File: src/rtl/smb_share_pkg.sv
// Package: constants shared by the SMBus sharing block.
// Assumes byte-wide registers and a 2-position port field.
package smb_share_pkg;
    localparam int REG_W = 8;
    typedef logic [REG_W-1:0] byte_t;

    // Indexed register numbers; the port logic decodes these.
    localparam byte_t IDX_SEL_A   = 8'h2C;
    localparam byte_t IDX_SEL_B   = 8'h2E;
    localparam byte_t IDX_CHOOSER = 8'h2F;

    // Semaphore bit positions as seen by host software.
    localparam int SEM_REQ_BIT = 4;
    localparam int SEM_REL_BIT = 5;

    // Port field least significant bit per layout.
    localparam int FIELD_LSB_STD = 1;
    localparam int FIELD_LSB_ALT = 3;
endpackage

File: src/rtl/smb_sem.sv
// Module: ownership semaphore between host software and the EC.
// Assumes write strobes are single-cycle and already address-decoded.
// Host request is granted only when the EC does not hold the engine;
// release has priority over request.
module smb_sem (
    input  logic clk,
    input  logic rst_n,
    input  logic sem_wr,
    input  logic req_bit,
    input  logic rel_bit,
    input  logic ec_req,
    output logic host_own,
    output logic ec_own
);
    logic host_req_wr;
    logic host_rel_wr;

    // Decode the host's intent for this cycle.
    always_comb begin
        host_req_wr = sem_wr && req_bit;
        host_rel_wr = sem_wr && rel_bit;
    end

    // Host ownership: release wins, request needs an idle EC.
    always_ff @(posedge clk) begin
        if (!rst_n)
            host_own <= 1'b0;
        else if (host_rel_wr)
            host_own <= 1'b0;
        else if (host_req_wr && !ec_own)
            host_own <= 1'b1;
    end

    // EC ownership: taken when free and uncontested, held while requested.
    always_ff @(posedge clk) begin
        if (!rst_n)
            ec_own <= 1'b0;
        else if (!ec_req)
            ec_own <= 1'b0;
        else if (!host_own && !host_req_wr)
            ec_own <= 1'b1;
    end

    a_r5_mutual_excl: assert property (@(posedge clk) disable iff (!rst_n)
        !(host_own && ec_own));

    a_r3_no_grant_ec: assert property (@(posedge clk) disable iff (!rst_n)
        (ec_own && !host_own) |=> !host_own);

    a_r4_release: assert property (@(posedge clk) disable iff (!rst_n)
        (sem_wr && rel_bit) |=> !host_own);

    a_r2_grant: assert property (@(posedge clk) disable iff (!rst_n)
        (sem_wr && req_bit && !rel_bit && !ec_own) |=> host_own);
endmodule

File: src/rtl/smb_idx_regs.sv
// Module: index/data register file holding the port select bytes.
// Assumes strobes are address-decoded by the parent. Only three index
// values are implemented; others read zero and drop writes.
// Produces the port field from the chosen register and layout.
module smb_idx_regs
    import smb_share_pkg::*;
#(
    parameter int    PORT_W = 2,
    parameter byte_t RST_A  = 8'h00,
    parameter byte_t RST_B  = 8'h00,
    parameter byte_t RST_C  = 8'h00
) (
    input  logic              clk,
    input  logic              rst_n,
    input  logic              idx_wr,
    input  logic              dat_wr,
    input  byte_t             wdata,
    input  logic              alt_layout,
    output byte_t             idx_q,
    output byte_t             dat_rdata,
    output logic [PORT_W-1:0] port_field
);
    byte_t sel_a_q, sel_b_q, chooser_q;
    byte_t src;

    // Index register load.
    always_ff @(posedge clk) begin
        if (!rst_n)      idx_q <= '0;
        else if (idx_wr) idx_q <= wdata;
    end

    // Indexed register writes; unknown indices are dropped.
    always_ff @(posedge clk) begin
        if (!rst_n) begin
            sel_a_q   <= RST_A;
            sel_b_q   <= RST_B;
            chooser_q <= RST_C;
        end else if (dat_wr) begin
            case (idx_q)
                IDX_SEL_A:   sel_a_q   <= wdata;
                IDX_SEL_B:   sel_b_q   <= wdata;
                IDX_CHOOSER: chooser_q <= wdata;
                default: ;
            endcase
        end
    end

    // Data window read-back.
    always_comb begin
        case (idx_q)
            IDX_SEL_A:   dat_rdata = sel_a_q;
            IDX_SEL_B:   dat_rdata = sel_b_q;
            IDX_CHOOSER: dat_rdata = chooser_q;
            default:     dat_rdata = '0;
        endcase
    end

    // Source register choice by chooser bit 0.
    always_comb src = chooser_q[0] ? sel_b_q : sel_a_q;

    // Field extraction per bit, position picked by layout.
    for (genvar b = 0; b < PORT_W; b++) begin : g_field
        assign port_field[b] = alt_layout ? src[FIELD_LSB_ALT + b]
                                          : src[FIELD_LSB_STD + b];
    end

    a_r6_unknown_idx: assert property (@(posedge clk) disable iff (!rst_n)
        (dat_wr && idx_q != IDX_SEL_A && idx_q != IDX_SEL_B && idx_q != IDX_CHOOSER)
        |=> ($stable(sel_a_q) && $stable(sel_b_q) && $stable(chooser_q)));
endmodule

File: src/rtl/smb_port_mux.sv
// Module: idle-gated port register and 1-of-N open-drain steering.
// Assumes eng_idle is synchronous to clk. Unselected ports never pull low.
module smb_port_mux #(
    parameter int NUM_PORTS = 4,
    parameter int PORT_W    = 2
) (
    input  logic                 clk,
    input  logic                 rst_n,
    input  logic                 eng_idle,
    input  logic [PORT_W-1:0]    port_req,
    output logic [PORT_W-1:0]    active_port,
    input  logic                 eng_scl_oe,
    input  logic                 eng_sda_oe,
    output logic                 eng_scl_in,
    output logic                 eng_sda_in,
    output logic [NUM_PORTS-1:0] port_scl_oe,
    output logic [NUM_PORTS-1:0] port_sda_oe,
    input  logic [NUM_PORTS-1:0] port_scl_in,
    input  logic [NUM_PORTS-1:0] port_sda_in
);
    logic [NUM_PORTS-1:0] hit;

    // Apply a new port only between transactions.
    always_ff @(posedge clk) begin
        if (!rst_n)        active_port <= '0;
        else if (eng_idle) active_port <= port_req;
    end

    // Per-port decode and enable gating.
    for (genvar p = 0; p < NUM_PORTS; p++) begin : g_port
        assign hit[p]         = (active_port == PORT_W'(p));
        assign port_scl_oe[p] = hit[p] && eng_scl_oe;
        assign port_sda_oe[p] = hit[p] && eng_sda_oe;
    end

    // Return path: AND-OR of the selected port lines.
    always_comb begin
        eng_scl_in = |(hit & port_scl_in);
        eng_sda_in = |(hit & port_sda_in);
    end

    a_r9_hold_busy: assert property (@(posedge clk) disable iff (!rst_n)
        !eng_idle |=> $stable(active_port));

    a_r9_follow_idle: assert property (@(posedge clk) disable iff (!rst_n)
        eng_idle |=> (active_port == $past(port_req)));

    a_r10_one_scl: assert property (@(posedge clk) disable iff (!rst_n)
        $onehot0(port_scl_oe));

    a_r10_one_sda: assert property (@(posedge clk) disable iff (!rst_n)
        $onehot0(port_sda_oe));
endmodule

File: src/rtl/smbus_share_mux.sv
// Module: top of the SMBus sharing block. Decodes the host register
// space, hosts the semaphore, the index/data select registers and the
// port steering. Assumes single-cycle writes and combinational reads.
module smbus_share_mux
    import smb_share_pkg::*;
#(
    parameter int ADDR_W    = 5,
    parameter int SEM_ADDR  = 8,
    parameter int IDX_ADDR  = 16,
    parameter int NUM_PORTS = 4,
    localparam int DAT_ADDR = IDX_ADDR + 1,
    localparam int PORT_W   = (NUM_PORTS > 1) ? $clog2(NUM_PORTS) : 1
) (
    input  logic                 clk,
    input  logic                 rst_n,
    input  logic [ADDR_W-1:0]    reg_addr,
    input  logic [7:0]           reg_wdata,
    input  logic                 reg_we,
    output logic [7:0]           reg_rdata,
    input  logic                 ec_req,
    output logic                 host_own,
    output logic                 ec_own,
    input  logic                 alt_layout,
    input  logic                 eng_idle,
    output logic [PORT_W-1:0]    active_port,
    input  logic                 eng_scl_oe,
    input  logic                 eng_sda_oe,
    output logic                 eng_scl_in,
    output logic                 eng_sda_in,
    output logic [NUM_PORTS-1:0] port_scl_oe,
    output logic [NUM_PORTS-1:0] port_sda_oe,
    input  logic [NUM_PORTS-1:0] port_scl_in,
    input  logic [NUM_PORTS-1:0] port_sda_in
);
    logic              sem_wr, idx_wr, dat_wr;
    byte_t             idx_q, dat_rdata;
    logic [PORT_W-1:0] port_field;

    // Address decode for write strobes.
    always_comb begin
        sem_wr = reg_we && (reg_addr == ADDR_W'(SEM_ADDR));
        idx_wr = reg_we && (reg_addr == ADDR_W'(IDX_ADDR));
        dat_wr = reg_we && (reg_addr == ADDR_W'(DAT_ADDR));
    end

    smb_sem u_sem (
        .clk      (clk),
        .rst_n    (rst_n),
        .sem_wr   (sem_wr),
        .req_bit  (reg_wdata[SEM_REQ_BIT]),
        .rel_bit  (reg_wdata[SEM_REL_BIT]),
        .ec_req   (ec_req),
        .host_own (host_own),
        .ec_own   (ec_own)
    );

    smb_idx_regs #(.PORT_W(PORT_W)) u_regs (
        .clk        (clk),
        .rst_n      (rst_n),
        .idx_wr     (idx_wr),
        .dat_wr     (dat_wr),
        .wdata      (reg_wdata),
        .alt_layout (alt_layout),
        .idx_q      (idx_q),
        .dat_rdata  (dat_rdata),
        .port_field (port_field)
    );

    smb_port_mux #(.NUM_PORTS(NUM_PORTS), .PORT_W(PORT_W)) u_mux (
        .clk         (clk),
        .rst_n       (rst_n),
        .eng_idle    (eng_idle),
        .port_req    (port_field),
        .active_port (active_port),
        .eng_scl_oe  (eng_scl_oe),
        .eng_sda_oe  (eng_sda_oe),
        .eng_scl_in  (eng_scl_in),
        .eng_sda_in  (eng_sda_in),
        .port_scl_oe (port_scl_oe),
        .port_sda_oe (port_sda_oe),
        .port_scl_in (port_scl_in),
        .port_sda_in (port_sda_in)
    );

    // Host read mux.
    always_comb begin
        reg_rdata = '0;
        if (reg_addr == ADDR_W'(SEM_ADDR))
            reg_rdata[SEM_REQ_BIT] = host_own;
        else if (reg_addr == ADDR_W'(IDX_ADDR))
            reg_rdata = idx_q;
        else if (reg_addr == ADDR_W'(DAT_ADDR))
            reg_rdata = dat_rdata;
    end

    a_r11_no_op_write: assert property (@(posedge clk) disable iff (!rst_n)
        (sem_wr && !reg_wdata[SEM_REQ_BIT] && !reg_wdata[SEM_REL_BIT]) |=> $stable(host_own));
endmodule

File: config.mk
export PLATFORM = sky130hd
export DESIGN_NAME = smbus_share_mux
export DESIGN_NICKNAME = d
export VERILOG_FILES = /design/src/rtl/smb_share_pkg.sv /design/src/rtl/smb_sem.sv /design/src/rtl/smb_idx_regs.sv /design/src/rtl/smb_port_mux.sv /design/src/rtl/smbus_share_mux.sv
export SDC_FILE = /design/constraint.sdc
export NUM_CORES = 1
export LEC_CHECK = 0
export BUFFER_PORTS_ARGS = -buffer_cell sky130_fd_sc_hd__buf_2
export CAP_MARGIN = 20
export CORE_MARGIN = 4
export CORE_UTILIZATION = 41
export DETAILED_ROUTE_END_ITERATION = 6
export PLACE_DENSITY = 0.62
export SLEW_MARGIN = 20
export SYNTH_ARGS = -nofsm -noshare
export SYNTH_HDL_FRONTEND = slang
export SYNTH_SLANG_ARGS = --single-unit
File: constraint.sdc
create_clock -name clk -period 4.8 [get_ports clk]
set_clock_uncertainty 0.15 [all_clocks]
set_input_delay 0.24 -clock clk [delete_from_list [all_inputs] [get_ports clk]]
set_output_delay 0.24 -clock clk [all_outputs]
set_load 0.01 [all_outputs]
# ---- Word-level counts from Yosys, hierarchy flattened
# Cells that the tools add are included.
dict set report word_totals {
  reg_bits 36
  in_bits 29
}
dict set report classes {
  n_mux 9
  eq_ne 9
  n_bitwise 3
  reduce_logical 26
}
# op n
set op_table {}
lappend op_table {{8-bit by 6-bit equality test with 1-bit output, second input constant} 3}
lappend op_table {{8-bit case mux with 3 select lines} 1}
lappend op_table {{8-bit two-way mux} 2}
lappend op_table {{1-bit logical AND} 15}
lappend op_table {{5-bit equality test, second input constant} 2}
lappend op_table {{4-bit bitwise AND} 2}
lappend op_table {{2-bit AND reduction} 4}
lappend op_table {{4-bit OR reduction} 2}
lappend op_table {{5-bit by 4-bit equality test with 1-bit output, second input constant} 1}
lappend op_table {{5-bit two-way mux} 1}
lappend op_table {{2-bit equality test, second input constant} 2}
lappend op_table {{4-bit two-way mux} 1}
lappend op_table {{1-bit zero test} 3}
lappend op_table {{1-bit two-way mux} 3}
lappend op_table {{3-bit two-way mux} 1}
lappend op_table {{2-bit by 1-bit equality test with 1-bit output, second input constant} 1}
lappend op_table {{2-bit zero test} 1}
lappend op_table {{2-bit OR reduction} 1}
lappend op_table {{1-bit NOT} 1}

# ---- Logic depth before layout (Yosys ltp)
# Gate-level depths: netlist of run 1.
dict set report depth {
  depth_word 5
  mapped_depth 6
  depth_no_buf 4
}

# ---- By module
# Synthesis of run 1 repeated with hierarchy kept, for this count alone.
dict set report hier_totals {
  cells_unflattened 213
  area_unflattened_um2 2006.9
}
# mod instances cells_each area_per_inst_um2 seq_area_each_um2
set by_module_without_submodules {}
lappend by_module_without_submodules {smb_idx_regs 1 155 1520.2 640.6}
lappend by_module_without_submodules {smb_port_mux 1 18 207.7 40.0}
lappend by_module_without_submodules {smbus_share_mux 1 33 201.4 0.0}
lappend by_module_without_submodules {smb_sem 1 7 77.6 40.0}

# ---- Least setup slack after synthesis of run 1
# No wires, ideal clock.
dict set report synth_timing {
  path_type {register to output}
  start {reg u_regs.idx_q[4]}
  end {out reg_rdata[4]}
  slack_ns 2.931
  required_ns 4.410
  arrival_ns 1.479
  path_stages_with_launch 5
  n_path_buf 0
  cell_sequence {dfxtp_1 and4bb_2 nand2_4 or4_1 a31oi_1}
}
dict set report synth_via {
  elab_chain_cells 5
}
# item line_no
set synth_lines {}
lappend synth_lines {{start: declaration} smb_idx_regs.sv:19} ;# output byte_t idx_q,
lappend synth_lines {{start signal: assignment} smb_idx_regs.sv:29} ;# else if (idx_wr) idx_q <= wdata;
lappend synth_lines {{8-bit by 6-bit equality test with 1-bit output} smb_idx_regs.sv:50} ;# case (idx_q)
lappend synth_lines {{8-bit case mux with 3 select lines} smb_idx_regs.sv:50}
lappend synth_lines {{8-bit two-way mux} smbus_share_mux.sv:92} ;# else if (reg_addr == ADDR_W'(DAT_ADDR))
lappend synth_lines {{8-bit two-way mux *} smbus_share_mux.sv:90} ;# else if (reg_addr == ADDR_W'(IDX_ADDR))
lappend synth_lines {{1-bit two-way mux *} smbus_share_mux.sv:88} ;# if (reg_addr == ADDR_W'(SEM_ADDR))
lappend synth_lines {{end: declaration} smbus_share_mux.sv:19} ;# output logic [7:0] reg_rdata,
# Every way passes the cells marked *; elsewhere a longest branch is shown, timed or not.

# ---- Worst setup path after layout of run 1
dict set report layout_timing {
  start {reg u_regs.idx_q[1]}
  end {out reg_rdata[4]}
}
dict set report layout_via {
  elab_chain_cells 5
}
# item line_no
set layout_lines {}
lappend layout_lines {{8-bit by 6-bit equality test with 1-bit output} smb_idx_regs.sv:50}
lappend layout_lines {{8-bit case mux with 3 select lines *} smb_idx_regs.sv:50}
lappend layout_lines {{8-bit two-way mux *} smbus_share_mux.sv:92}
lappend layout_lines {{8-bit two-way mux *} smbus_share_mux.sv:90}
lappend layout_lines {{1-bit two-way mux *} smbus_share_mux.sv:88}
# Marks and branches as above.

==> results of run 1 <==
[critical path: stages (launching register included)]
cell and delay [ns]:
dfxtp_1 0.80, and2_1 0.39, a22oi_1 0.13, or4_1 0.43
a31oi_1 0.17, buf_2 0.14
[area by class of cell]
| cell class | count | area (sq um) |
|---|---|---|
| Sequential cell | 36 | 721 |
| Inverter | 3 | 11.3 |
| Clock inverter | 1 | 7.51 |
| Timing Repair Buffer | 50 | 250 |
| Tap cell | 52 | 65.1 |
| Clock buffer | 7 | 86.3 |
| Multi-Input combinational cell | 159 | 1130 |
| Fill cell | 442 | 2200 |
[registers in the layout, summed over array words and instances, names as in the netlist]
name / count
u_regs.sel_b_q: 8
u_regs.sel_a_q: 8
u_sem.ec_own: 1
u_mux.active_port: 2
u_regs.idx_q: 8
u_sem.host_own: 1
u_regs.chooser_q: 8
[final timing paths]
kind / startpoint / to / cells after the start
max reg2reg: u_regs.idx_q[1]$_SDFFE_PN0P_ / u_regs.chooser_q[5]$_SDFFE_PN0P_ / 4
min reg2reg: u_regs.sel_a_q[6]$_SDFFE_PN0P_ / u_regs.sel_a_q[6]$_SDFFE_PN0P_ / 2
max: u_regs.idx_q[1]$_SDFFE_PN0P_ / reg_rdata[4] / 5
min: ec_req / u_sem.ec_own$_SDFFE_PN0P_ / 3
[metrics by stage]
step / setup WS (ns) / hold slack (ns)
global route: 1.88 / 0.0295
finish: 2.07 / 0.0376
floorplan: 2.93 / 0.215
detailed placement: 2.36 / 0.303
CTS: 2.04 / 0.0299
global placement: 2.42 / 0.299
[power by group through the flow]
| stage | sequential [uW] | combinational [uW] | clock, uW |
|---|---|---|---|
| finish | 301 | 41.0 | 227 |
| global route | 301 | 45.2 | 247 |
| CTS | 301 | 40.8 | 233 |
| detailed placement | 308 | 40.6 | 0 |
| global placement | 308 | 40.2 | 0 |
| floorplan | 307 | 19.7 | 0 |
[cell families after synthesis]
| logic type | after synthesis | share of synthesized area [%] |
|---|---|---|
| simple gates | 93 | 25.8 |
| flops | 36 | 37.2 |
| compound gates | 27 | 9.88 |
| buf+inv | 17 | 4.39 |
| mux | 39 | 22.8 |
[cell usage in the layout, fill, tap and decap left out, types with 2 or more instances in the layout]
master and instances:
and2_1 2, a21boi_0 7, nand3_1 8, dfxtp_1 36, nor2_1 5, inv_1 3
and3_1 2, nand2_1 45, nor2b_1 12, and3b_1 2, nor3_2 2, nor3b_1 3
mux4_2 4, o21ai_0 8, mux2i_1 34, clkbuf_8 6, a22o_1 7, buf_2 50
[metal layers]
layer  share of wire, %  up-vias  track usage (%)
met3                7.0        8             5.04
met2                 42       53             23.7
met4                1.3        0             4.89
met1                 49      758             22.7
li1                   -      836                -
met5                  0        -                0
==> metrics.md, run 1 <==
| Metric | Value |
|---|---|
| Fin nets | `between 200 and 300` |
| Synthesized instance count | `around 210` |
| Crit end category | `primary output` |
| Logic pwr share | `7.2%` |
| EDFF count, synth | `0` |
| Hold Fails Final Rpt | `0` |
| Dpl cell area | `about 0.0022 sq mm` |
| Critical Path Fanout Max | `15` |
| Count leader, synth | `nand2_1` |
| Initial antenna violation count | `0` |
| Post-route cell area | `roughly 0.0023 sq mm` |
| Setup bufs post-CTS | `0` |
| Routed WL | `around 4.7 mm` |
| Period minus WS final | `2.73 ns` |
| Flop pwr share | `52.9%` |
| DRT iter0 DRCs | `71` |
| Share of cells above drive strength 1 | `around 27%` |
| I/O Buffers | `50` |
| Synth top area cells | `dfxtp_1 (37%), mux2i_1 (18%), nand2_1 (8.7%)` |
| Via density | `~5.4` |
| Req. time, crit path | `4.41 ns` |
| Finished Layout Cells | `slightly above 300` |
| Total Routing Usage GR | `16.2%` |
| Largest net degree at the start of global routing | `45` |
| CTS tree | `built` |
| Post-Syn Area | `0.00194 sq mm` |
| Total CTS buffers | `5` |
| Routed Antenna Nets | `0` |
| Post-synthesis sequential area ratio | `37.2%` |
| Row count | `24` |
| DIE HEIGHT | `76.8 microns` |
| Yosys top cell by area | `dfxtp_1` |
| Cts-stage hold buffer count | `0` |
| Io pins | `slightly above 50` |
| Detail Placement HPWL | `between 3 and 4 mm` |
| Maxcap violations | `0` |
| CTS Buffer Depth | `2` |
| Clock transition at the registers of the reported paths | `0.07 ns` |
| Die X | `around 77 microns` |
| Area of the core | `between 0.004 and 0.005 sq mm` |
| Final number of setup-violating endpoints | `0` |
| Synth Area per Inst | `a little over 9 sq um` |
| Clk sinks | `36` |
| Drt pass-1 iters | `4` |
| First-pass GRT wire length | `between 7 and 8 mm` |
| Maximum vdd drop | `0.000133 V` |
| Static leakage | `0.00101 uW` |
| Flop and latch count out of synthesis | `36` |
| Root Driver | `clkbuf_8` |
| Reg-to-reg setup timing slack | `around 2.7 ns` |
| Slew @ Worst Pin | `0.734 ns` |
| Area Overhead vs Synth | `17.3%` |
| Drt wl/cell | `15.2 microns` |
| Setup_tns | `0 ns` |
| Switching Share | `23.7%` |
| Commonest cells in the netlist | `nand2_1 (45), dfxtp_1 (36), mux2i_1 (34)` |
| Cells after DPL | `300` |
| Die Footprint | `0.00589 sq mm` |
| GPL Wtd Cong | `roughly 0.78` |
| Total power | `approximately 570 uW` |
| Slew HR | `51.0%` |
| Pwr/cell area | `250 mW/mm^2` |
| DRC Markers | `0` |
| Top FF cell, synth | `dfxtp_1` |
| RSZ-0062 raised after global routing | `false` |
| Initial Utilization | `a little over two fifths` |
| Final core occ | `around half` |
| Number of global-route vias before repair | `~1,500` |
| Status | `finished, final reports clean` |
| Clock power share | `approximately 40%` |
| Net Sw Power | `134 uW` |
| Final antenna diode count | `0` |
| Power Internal | `around 430 uW` |
| WP data arrival | `roughly 2.3 ns` |
| F_max | `366 MHz` |
| Grt ovf | `0` |
| Tcrit/Tclk final | `between 50% and 60%` |
| Startpoint types | `flop` |
| Yosys warns | `0` |
| Vias | `between 1,500 and 2,000` |
| Slew Viols, Final | `0` |
| Syn nets | `about 240` |
| Distinct cells, synth | `38` |
| HP Class | `in2reg` |
| Clk_lat worst skew | `between 0.2 and 0.3 ns` |
| Yosys top cell area share | `between 30% and 40%` |
| Resized cells post-CTS | `0` |
| Critical path class | `reg2out` |
| Post-synth ARST share | `0%` |
| H-tree Lvls | `2` |
Note: power is estimated with default switching activity, not from simulation.
==> inputs of run 2 (changes only) <==
--- a/config.mk
+++ b/config.mk
@@ -5,12 +5,13 @@
 export SDC_FILE = /design/constraint.sdc
 export NUM_CORES = 1
 export LEC_CHECK = 0
+export ABC_AREA = 1
 export BUFFER_PORTS_ARGS = -buffer_cell sky130_fd_sc_hd__buf_2
 export CAP_MARGIN = 20
 export CORE_MARGIN = 4
 export CORE_UTILIZATION = 41
 export DETAILED_ROUTE_END_ITERATION = 6
-export PLACE_DENSITY = 0.62
+export PLACE_DENSITY = 0.61
 export SLEW_MARGIN = 20
 export SYNTH_ARGS = -nofsm -noshare
 export SYNTH_HDL_FRONTEND = slang
==> constraint.sdc (replaced) <==
create_clock -name clk -period 2.8 [get_ports clk]
set_clock_uncertainty 0.15 [all_clocks]
set_input_delay 0.14 -clock clk [delete_from_list [all_inputs] [get_ports clk]]
set_output_delay 0.14 -clock clk [all_outputs]
set_load 0.01 [all_outputs]
==> metrics.md, run 2 <==
| Metric | Value |
|---|---|
| Status | `finished, final reports clean (unchanged)` |
| Most frequent cells in the layout | `nor2_1 (52), buf_2 (50), nand3_1 (44) (was buf_2 (50), nand2_1 (45), dfxtp_1 (36))` |
| Net Sw Power | `247 uW (was 134 uW)` |
| DIE HEIGHT | `78.1 microns (was 76.8 microns)` |
| Share of cells above drive strength 1 | `22.1% (was 27.3%)` |
| Io pins | `51 (unchanged)` |
| Commonest cells in the netlist | `nor2_1 (52), nand3_1 (44), dfxtp_1 (36) (was nand2_1 (45), dfxtp_1 (36), mux2i_1 (34))` |
| Tcrit/Tclk final | `just over 70%` |
| Final antenna diode count | `0 (unchanged)` |
| Maximum vdd drop | `0.000207 V (was 0.000133 V)` |
| Slew HR | `62.6% (was 51.0%)` |
| H-tree Lvls | `2 (unchanged)` |
| Detail Placement HPWL | `4.06 mm (was 3.24 mm)` |
| Critical path class | `reg2out (unchanged)` |
| Static leakage | `0.00118 uW (was 0.00101 uW)` |
| Count leader, synth | `nor2_1 (was nand2_1)` |
| Routed Antenna Nets | `0 (unchanged)` |
| Root Driver | `clkbuf_8 (unchanged)` |
| GPL Wtd Cong | `0.810 (was 0.779)` |
| Finished Layout Cells | `407 (was 308)` |
| CTS tree | `built (unchanged)` |
| Die X | `78.1 microns (was 76.8 microns)` |
| Yosys top cell area share | `35.8% (was 37.2%)` |
| Cts-stage hold buffer count | `1 (was 0)` |
| Syn nets | `320 (was 241)` |
| Yosys top cell by area | `dfxtp_1 (unchanged)` |
| Clk_lat worst skew | `0.29 ns (about the same)` |
| Total CTS buffers | `5 (unchanged)` |
| EDFF count, synth | `0 (unchanged)` |
| Routed WL | `5.32 mm (was 4.67 mm)` |
| Row count | `25 (was 24)` |
| DRC Markers | `0 (unchanged)` |
| Fin nets | `368 (was 284)` |
| Hold Fails Final Rpt | `0 (unchanged)` |
| Post-synthesis sequential area ratio | `35.8% (was 37.2%)` |
| I/O Buffers | `50 (unchanged)` |
| Total Routing Usage GR | `18.6% (was 16.2%)` |
| Resized cells post-CTS | `0 (unchanged)` |
| Logic pwr share | `9.0% (was 7.2%)` |
| Post-Syn Area | `0.00201 sq mm (was 0.00194 sq mm)` |
| CTS Buffer Depth | `2 (unchanged)` |
| Req. time, crit path | `2.51 ns (was 4.41 ns)` |
| Synthesized instance count | `291 (was 212)` |
| Initial Utilization | `42.6% (was 43.3%)` |
| Slew Viols, Final | `0 (unchanged)` |
| Number of global-route vias before repair | `1,887 (was 1,506)` |
| Synth top area cells | `dfxtp_1 (36%), nand3_1 (11%), nor2_1 (9.7%) (was dfxtp_1 (37%), mux2i_1 (18%), nand2_1 (8.7%))` |
| Synth Area per Inst | `6.91 sq um (was 9.14 sq um)` |
| Flop and latch count out of synthesis | `36 (unchanged)` |
| Grt ovf | `0 (unchanged)` |
| Reg area | `721 sq um (unchanged)` |
| Cells after DPL | `398 (was 300)` |
| F_max | `between 400 and 500 MHz` |
| First-pass GRT wire length | `9.06 mm (was 7.77 mm)` |
| Flop pwr share | `52.2% (was 52.9%)` |
| Area of the core | `0.00472 sq mm (was 0.00447 sq mm)` |
| Die Footprint | `0.00609 sq mm (was 0.00589 sq mm)` |
| Initial antenna violation count | `0 (unchanged)` |
| HP Class | `in2reg (unchanged)` |
| Switching Share | `24.8% (was 23.7%)` |
| DRT iter0 DRCs | `190 (was 71)` |
| Drt wl/cell | `13.1 microns (was 15.2 microns)` |
| Pwr/cell area | `417 mW/mm^2 (was 250 mW/mm^2)` |
| Clk sinks | `36 (unchanged)` |
| Distinct cells, synth | `25 (was 38)` |
| Post-synth ARST share | `0% (unchanged)` |
| Critical Path Fanout Max | `27 (was 15)` |
| Setup bufs post-CTS | `0 (unchanged)` |
| Slew @ Worst Pin | `0.561 ns (was 0.734 ns)` |
| Vias | `2,042 (was 1,655)` |
| Top FF cell, synth | `dfxtp_1 (unchanged)` |
| Crit end category | `primary output (unchanged)` |
| Maxcap violations | `0 (unchanged)` |
| Multi-input logic area | `0.00114 sq mm (was 0.00113 sq mm)` |
| Largest net degree at the start of global routing | `36 (was 45)` |
| RSZ-0062 raised after global routing | `false (unchanged)` |
| Power Internal | `749 uW (was 434 uW)` |
| Area Overhead vs Synth | `18.8% (was 17.3%)` |
| Yosys warns | `0 (unchanged)` |
| Startpoint types | `flop (unchanged)` |
| Setup_tns | `0 ns (unchanged)` |
| Clock transition at the registers of the reported paths | `0.07 ns (about the same)` |
| WP data arrival | `1.74 ns (was 2.34 ns)` |
| Period minus WS final | `just over 2 ns` |
| Via density | `5.02 (was 5.37)` |
| Most common cell after layout, fill and taps aside | `nor2_1 (was buf_2)` |
| Final number of setup-violating endpoints | `0 (unchanged)` |
| Clock power share | `38.7% (was 39.9%)` |
| Drt pass-1 iters | `4 (unchanged)` |
| Layout filler cell count | `491 (was 442)` |
[run 2: cell types whose count changed after synthesis, moves of 7 or more]
cell      delta
a21boi_0     -7
a22o_1       -7
inv_1       +18
mux2i_1     -34
nand2_1     -18
nand3_1     +36
nor2_1      +47
nor2b_1     -12
nor3_1      +31
o21ai_0      +8
o21ai_1     +27
[run 2: power by group through the flow]
| stage | clock network (uW) | logic [uW] | registers (uW) |
|---|---|---|---|
| finish | 386 | 89.9 | 520 |
| CTS | 394 | 90.3 | 520 |
| global route | 424 | 101 | 521 |
| detailed placement | 0 | 88.8 | 532 |
| global placement | 0 | 88.7 | 532 |
| floorplan | 0 | 44.7 | 530 |
[run 2: layout make-up]
type | count | area share, %
sequential | 36 | 30.2
inverter | 24 | 3.77
timing repair buffer | 51 | 10.9
multi-input combinational | 221 | 47.7
tap | 67 | 3.51
clock buffer | 7 | 3.61
clock inverter | 1 | 0.314
[run 2: critical path: stages (launching register included)]
cell	delay [ns]
dfxtp_1	0.35
nand2_1	0.13
nor2_8	0.36
nand2_4	0.18
nand3_1	0.13
nand3_1	0.10
nand2_1	0.08
buf_2	0.12
[run 2: cells by family after synthesis]
family | count (synthesis) | synth area share [%]
AOI/OAI and AO/OA | 48 | 12.3
and+or+nand+nor | 173 | 44.5
buffers and inverters | 34 | 7.46
DFF | 36 | 35.8
[run 2: stage by stage]
step | power, uW | utilization [%] | hold WS (ns) | setup slack (ns) | cell area, sq um
4_1_cts | 1000 | 50.6 | 0.00737 | 0.737 | 2390
3_5_place_dp | 621 | 48.4 | 0.264 | 1.08 | 2290
6_report | 996 | 50.6 | 0.0137 | 0.768 | 2390
3_3_place_gp | 621 | 48.4 | 0.255 | 1.09 | 2290
2_1_floorplan | 575 | - | 0.128 | 1.35 | 2010
5_1_grt | 1050 | 50.6 | 0.0271 | 0.587 | 2390
[run 2: path summary, 6_finish.rpt]
path / startpoint / to / slack, ns / cells past startpoint
setup / recovery: u_regs.idx_q[5]$_SDFFE_PN0P_ / reg_rdata[2] / 0.77 / 7
hold / removal: reg_wdata[3] / u_regs.idx_q[3]$_SDFFE_PN0P_ / 0.01 / 3
hold reg to reg: u_regs.sel_b_q[6]$_SDFFE_PN0P_ / u_regs.sel_b_q[6]$_SDFFE_PN0P_ / 0.36 / 2
setup reg to reg: u_regs.idx_q[5]$_SDFFE_PN0P_ / u_regs.chooser_q[2]$_SDFFE_PN0P_ / 1.15 / 6
[run 2: per-layer routing]
layer / routed length, microns / vias to the layer above / part of all wire (%) / global-route usage [%]
met2: 2430 / 60 / 46 / 28.9
met1: 2490 / 892 / 47 / 25.4
met5: 0 / - / 0 / 0
li1: - / 1080 / - / -
met4: 91 / 0 / 1.7 / 6.47
met3: 303 / 10 / 5.7 / 4.01
==> inputs of run 3 (changes only) <==
==> constraint.sdc (replaced) <==
create_clock -name clk -period 2.1 [get_ports clk]
set_clock_uncertainty 0.15 [all_clocks]
set_input_delay 0.105 -clock clk [delete_from_list [all_inputs] [get_ports clk]]
set_output_delay 0.105 -clock clk [all_outputs]
set_load 0.01 [all_outputs]
==> metrics.md, run 3 (synthesis results as in run 2) <==
| Metric | Value |
|---|---|
| Worst Path Buf+Inv | `2 (was 1)` |
| Req. time, crit path | `1.85 ns (was 2.51 ns)` |
| I/O Buffers | `50 (unchanged)` |
| CTS Buffer Depth | `2 (unchanged)` |
| Vias | `2,110 (was 2,042)` |
| CTS tree | `built (unchanged)` |
| Detail Placement HPWL | `4.10 mm (was 4.06 mm)` |
| Drt wl/cell | `13.5 microns (was 13.1 microns)` |
| GR Layer Usage met1 | `24.2% (was 25.4%)` |
| Hold Slack | `-0.00124 ns (was 0.0137 ns)` |
| Via density | `5.07 (was 5.02)` |
| Crit-path max cell delay | `0.32 ns (was 0.36 ns)` |
| Total CTS buffers | `5 (unchanged)` |
| RSZ-0062 raised after global routing | `false (unchanged)` |
| Most common cell after layout, fill and taps aside | `nor2_1 (unchanged)` |
| DRC Markers | `0 (unchanged)` |
| WP depth | `8 (was 7)` |
| Tcrit/Tclk final | `between 90% and 100%` |
| Largest delay share family, worst path | `simple AND/OR/NAND/NOR gates (unchanged)` |
| Reg area | `721 sq um (unchanged)` |
| Die Footprint | `0.00609 sq mm (unchanged)` |
| Io pins | `51 (unchanged)` |
| Largest net degree at the start of global routing | `36 (unchanged)` |
| Total Routing Usage GR | `18.8% (was 18.6%)` |
| Critical Path Fanout Max | `10 (was 27)` |
| Critical path class | `reg2out (unchanged)` |
| First-pass GRT wire length | `9.11 mm (was 9.06 mm)` |
| Root Driver | `clkbuf_8 (unchanged)` |
| Maximum vdd drop | `0.000425 V (was 0.000207 V)` |
| Clk_lat worst skew | `0.29 ns (about the same)` |
| Initial antenna violation count | `0 (unchanged)` |
| Clk sinks | `36 (unchanged)` |
| Hold Fails Final Rpt | `1 (was 0)` |
| Crit end category | `primary output (unchanged)` |
| Critical-path top delay cell | `dfxtp_1 (was nor2_8)` |
| DIE HEIGHT | `78.1 microns (unchanged)` |
| Period minus WS final | `around 1.9 ns` |
| Worst path most repeated cell | `nand3_1` |
| Die X | `78.1 microns (unchanged)` |
| Routed Antenna Nets | `0 (unchanged)` |
| M3 GR Usage | `3.56% (was 4.01%)` |
| Pwr/cell area | `540 mW/mm^2 (was 417 mW/mm^2)` |
| Status | `finished, violations left (was finished, final reports clean)` |
| Grt ovf | `0 (unchanged)` |
| Routed WL | `5.63 mm (was 5.32 mm)` |
| Share of cells above drive strength 1 | `23.5% (was 22.1%)` |
| GR peak layer | `met2 (unchanged)` |
| Area Overhead vs Synth | `23.3% (was 18.8%)` |
| Area of the core | `0.00472 sq mm (unchanged)` |
| HP Class | `in2reg (unchanged)` |
| Critical-path cell list | `inv_1 > nand2_2 > nor2_8 > nand2_4 > nand3_1 > nand3_1 > nand2_1 > buf_2 (was nand2_1 > nor2_8 > nand2_4 > nand3_1 > nand3_1 > nand2_1 > buf_2)` |
| Final number of setup-violating endpoints | `0 (unchanged)` |
| Total power | `1340 uW (was 996 uW)` |
| Maxcap violations | `0 (unchanged)` |
| Worst hold path cell count | `4 (was 3)` |
| Row count | `25 (unchanged)` |
| FF-to-FF path depth | `7 (was 6)` |
| WP data arrival | `1.68 ns (was 1.74 ns)` |
| DRT iter0 DRCs | `169 (was 190)` |
| Most frequent cells in the layout | `nor2_1 (52), buf_2 (50), nand3_1 (44) (unchanged)` |
| H-tree Lvls | `2 (unchanged)` |
| GPL Wtd Cong | `0.786 (was 0.810)` |
| Layout filler cell count | `484 (was 491)` |
| Drt pass-1 iters | `4 (unchanged)` |
| Static leakage | `0.00122 uW (was 0.00118 uW)` |
| Clock transition at the registers of the reported paths | `0.07 ns (about the same)` |
| F_max | `517 MHz` |
| Slew HR | `62.8% (was 62.6%)` |
| Final antenna diode count | `0 (unchanged)` |
| Setup_tns | `0 ns (unchanged)` |
| Failing checks | `hold timing` |
| Initial Utilization | `42.6% (unchanged)` |
| Number of global-route vias before repair | `1,966 (was 1,887)` |
| Multi-input logic area | `0.00117 sq mm (was 0.00114 sq mm)` |
| Met2 usage | `31.8% (was 28.9%)` |
| Slew Viols, Final | `0 (unchanged)` |
| Startpoint types | `flop (unchanged)` |
| Fin nets | `377 (was 368)` |
| Slew @ Worst Pin | `0.558 ns (was 0.561 ns)` |
run 3: changes by cell type in the layout (fill, tap and decap cells not counted):
cell           change
buf_4              +1
clkbuf_1           -1
clkinv_2           +2
clkinvlp_4         -1
dlygate4sd3_1      +5
nand2_1            -2
nand2_2            +2
nor2_2             +1
nor2_4             +2
run 3: report_power, final:
| part | total [uW] | internal (uW) | switching [uW] |
|---|---|---|---|
| Clock | 515 | 262 | 253 |
| Sequential | 694 | 687 | 6.50 |
| Combinational | 131 | 51.5 | 79.8 |
run 3: per-layer routing:
layer | routed length [microns] | share of wire (%) | vias up
li1 | - | - | 1100
met1 | 2670 | 47 | 944
met2 | 2600 | 46 | 55
met3 | 266 | 4.7 | 11
met4 | 91 | 1.6 | 0
met5 | 0 | 0 | -
run 3: worst register-to-register path, stage by stage, from the launching register on:
cell and delay (ns):
dfxtp_1 0.32, inv_1 0.08, nand2_2 0.17, nor2_8 0.25
nand2_4 0.15, nor2_8 0.19, o21ai_1 0.08, nor2_1 0.12
run 3: final timing paths:
kind                                         start                                to  slack, ns
setup / recovery      u_regs.idx_q[7]$_SDFFE_PN0P_                      reg_rdata[2]       0.17
hold / removal                        reg_wdata[5]       u_sem.host_own$_SDFFE_PP0P_     -0.001
setup reg to reg      u_regs.idx_q[7]$_SDFFE_PN0P_    u_regs.sel_b_q[1]$_SDFFE_PN0P_       0.52
hold reg to reg   u_regs.chooser_q[2]$_SDFFE_PN0P_  u_regs.chooser_q[2]$_SDFFE_PN0P_       0.36
run 3: final cells by class:
class,instances,area share [%]
repair buffers,57,12.8
clock inverters,2,0.404
inverters,24,3.63
multi-input cells,224,47.4
well taps,67,3.38
clock buffers,6,3.33
flip-flops and latches,36,29.1
run 3: timing repair:
action / 4_1_cts / 5_1_grt
hold buffers: 6 / 0
gates resized for setup: 0 / 2
endpoints found under the setup margin: 0 / 3
endpoints found under the hold margin: 17 / 0
buffers inserted: 0 / 0
run 3: through the flow:
step	util, %	cells	hold slack [ns]	setup WS (ns)	instance area (sq um)
detailed placement	48.6	399	0.230	0.426	2290
floorplan	-	291	0.0934	0.689	2010
global placement	48.6	399	0.218	0.417	2290
global route	52.5	416	0.0257	0.0544	2480
finish	52.5	416	-0.00124	0.168	2480
CTS	51.8	413	0.00125	0.0873	2450
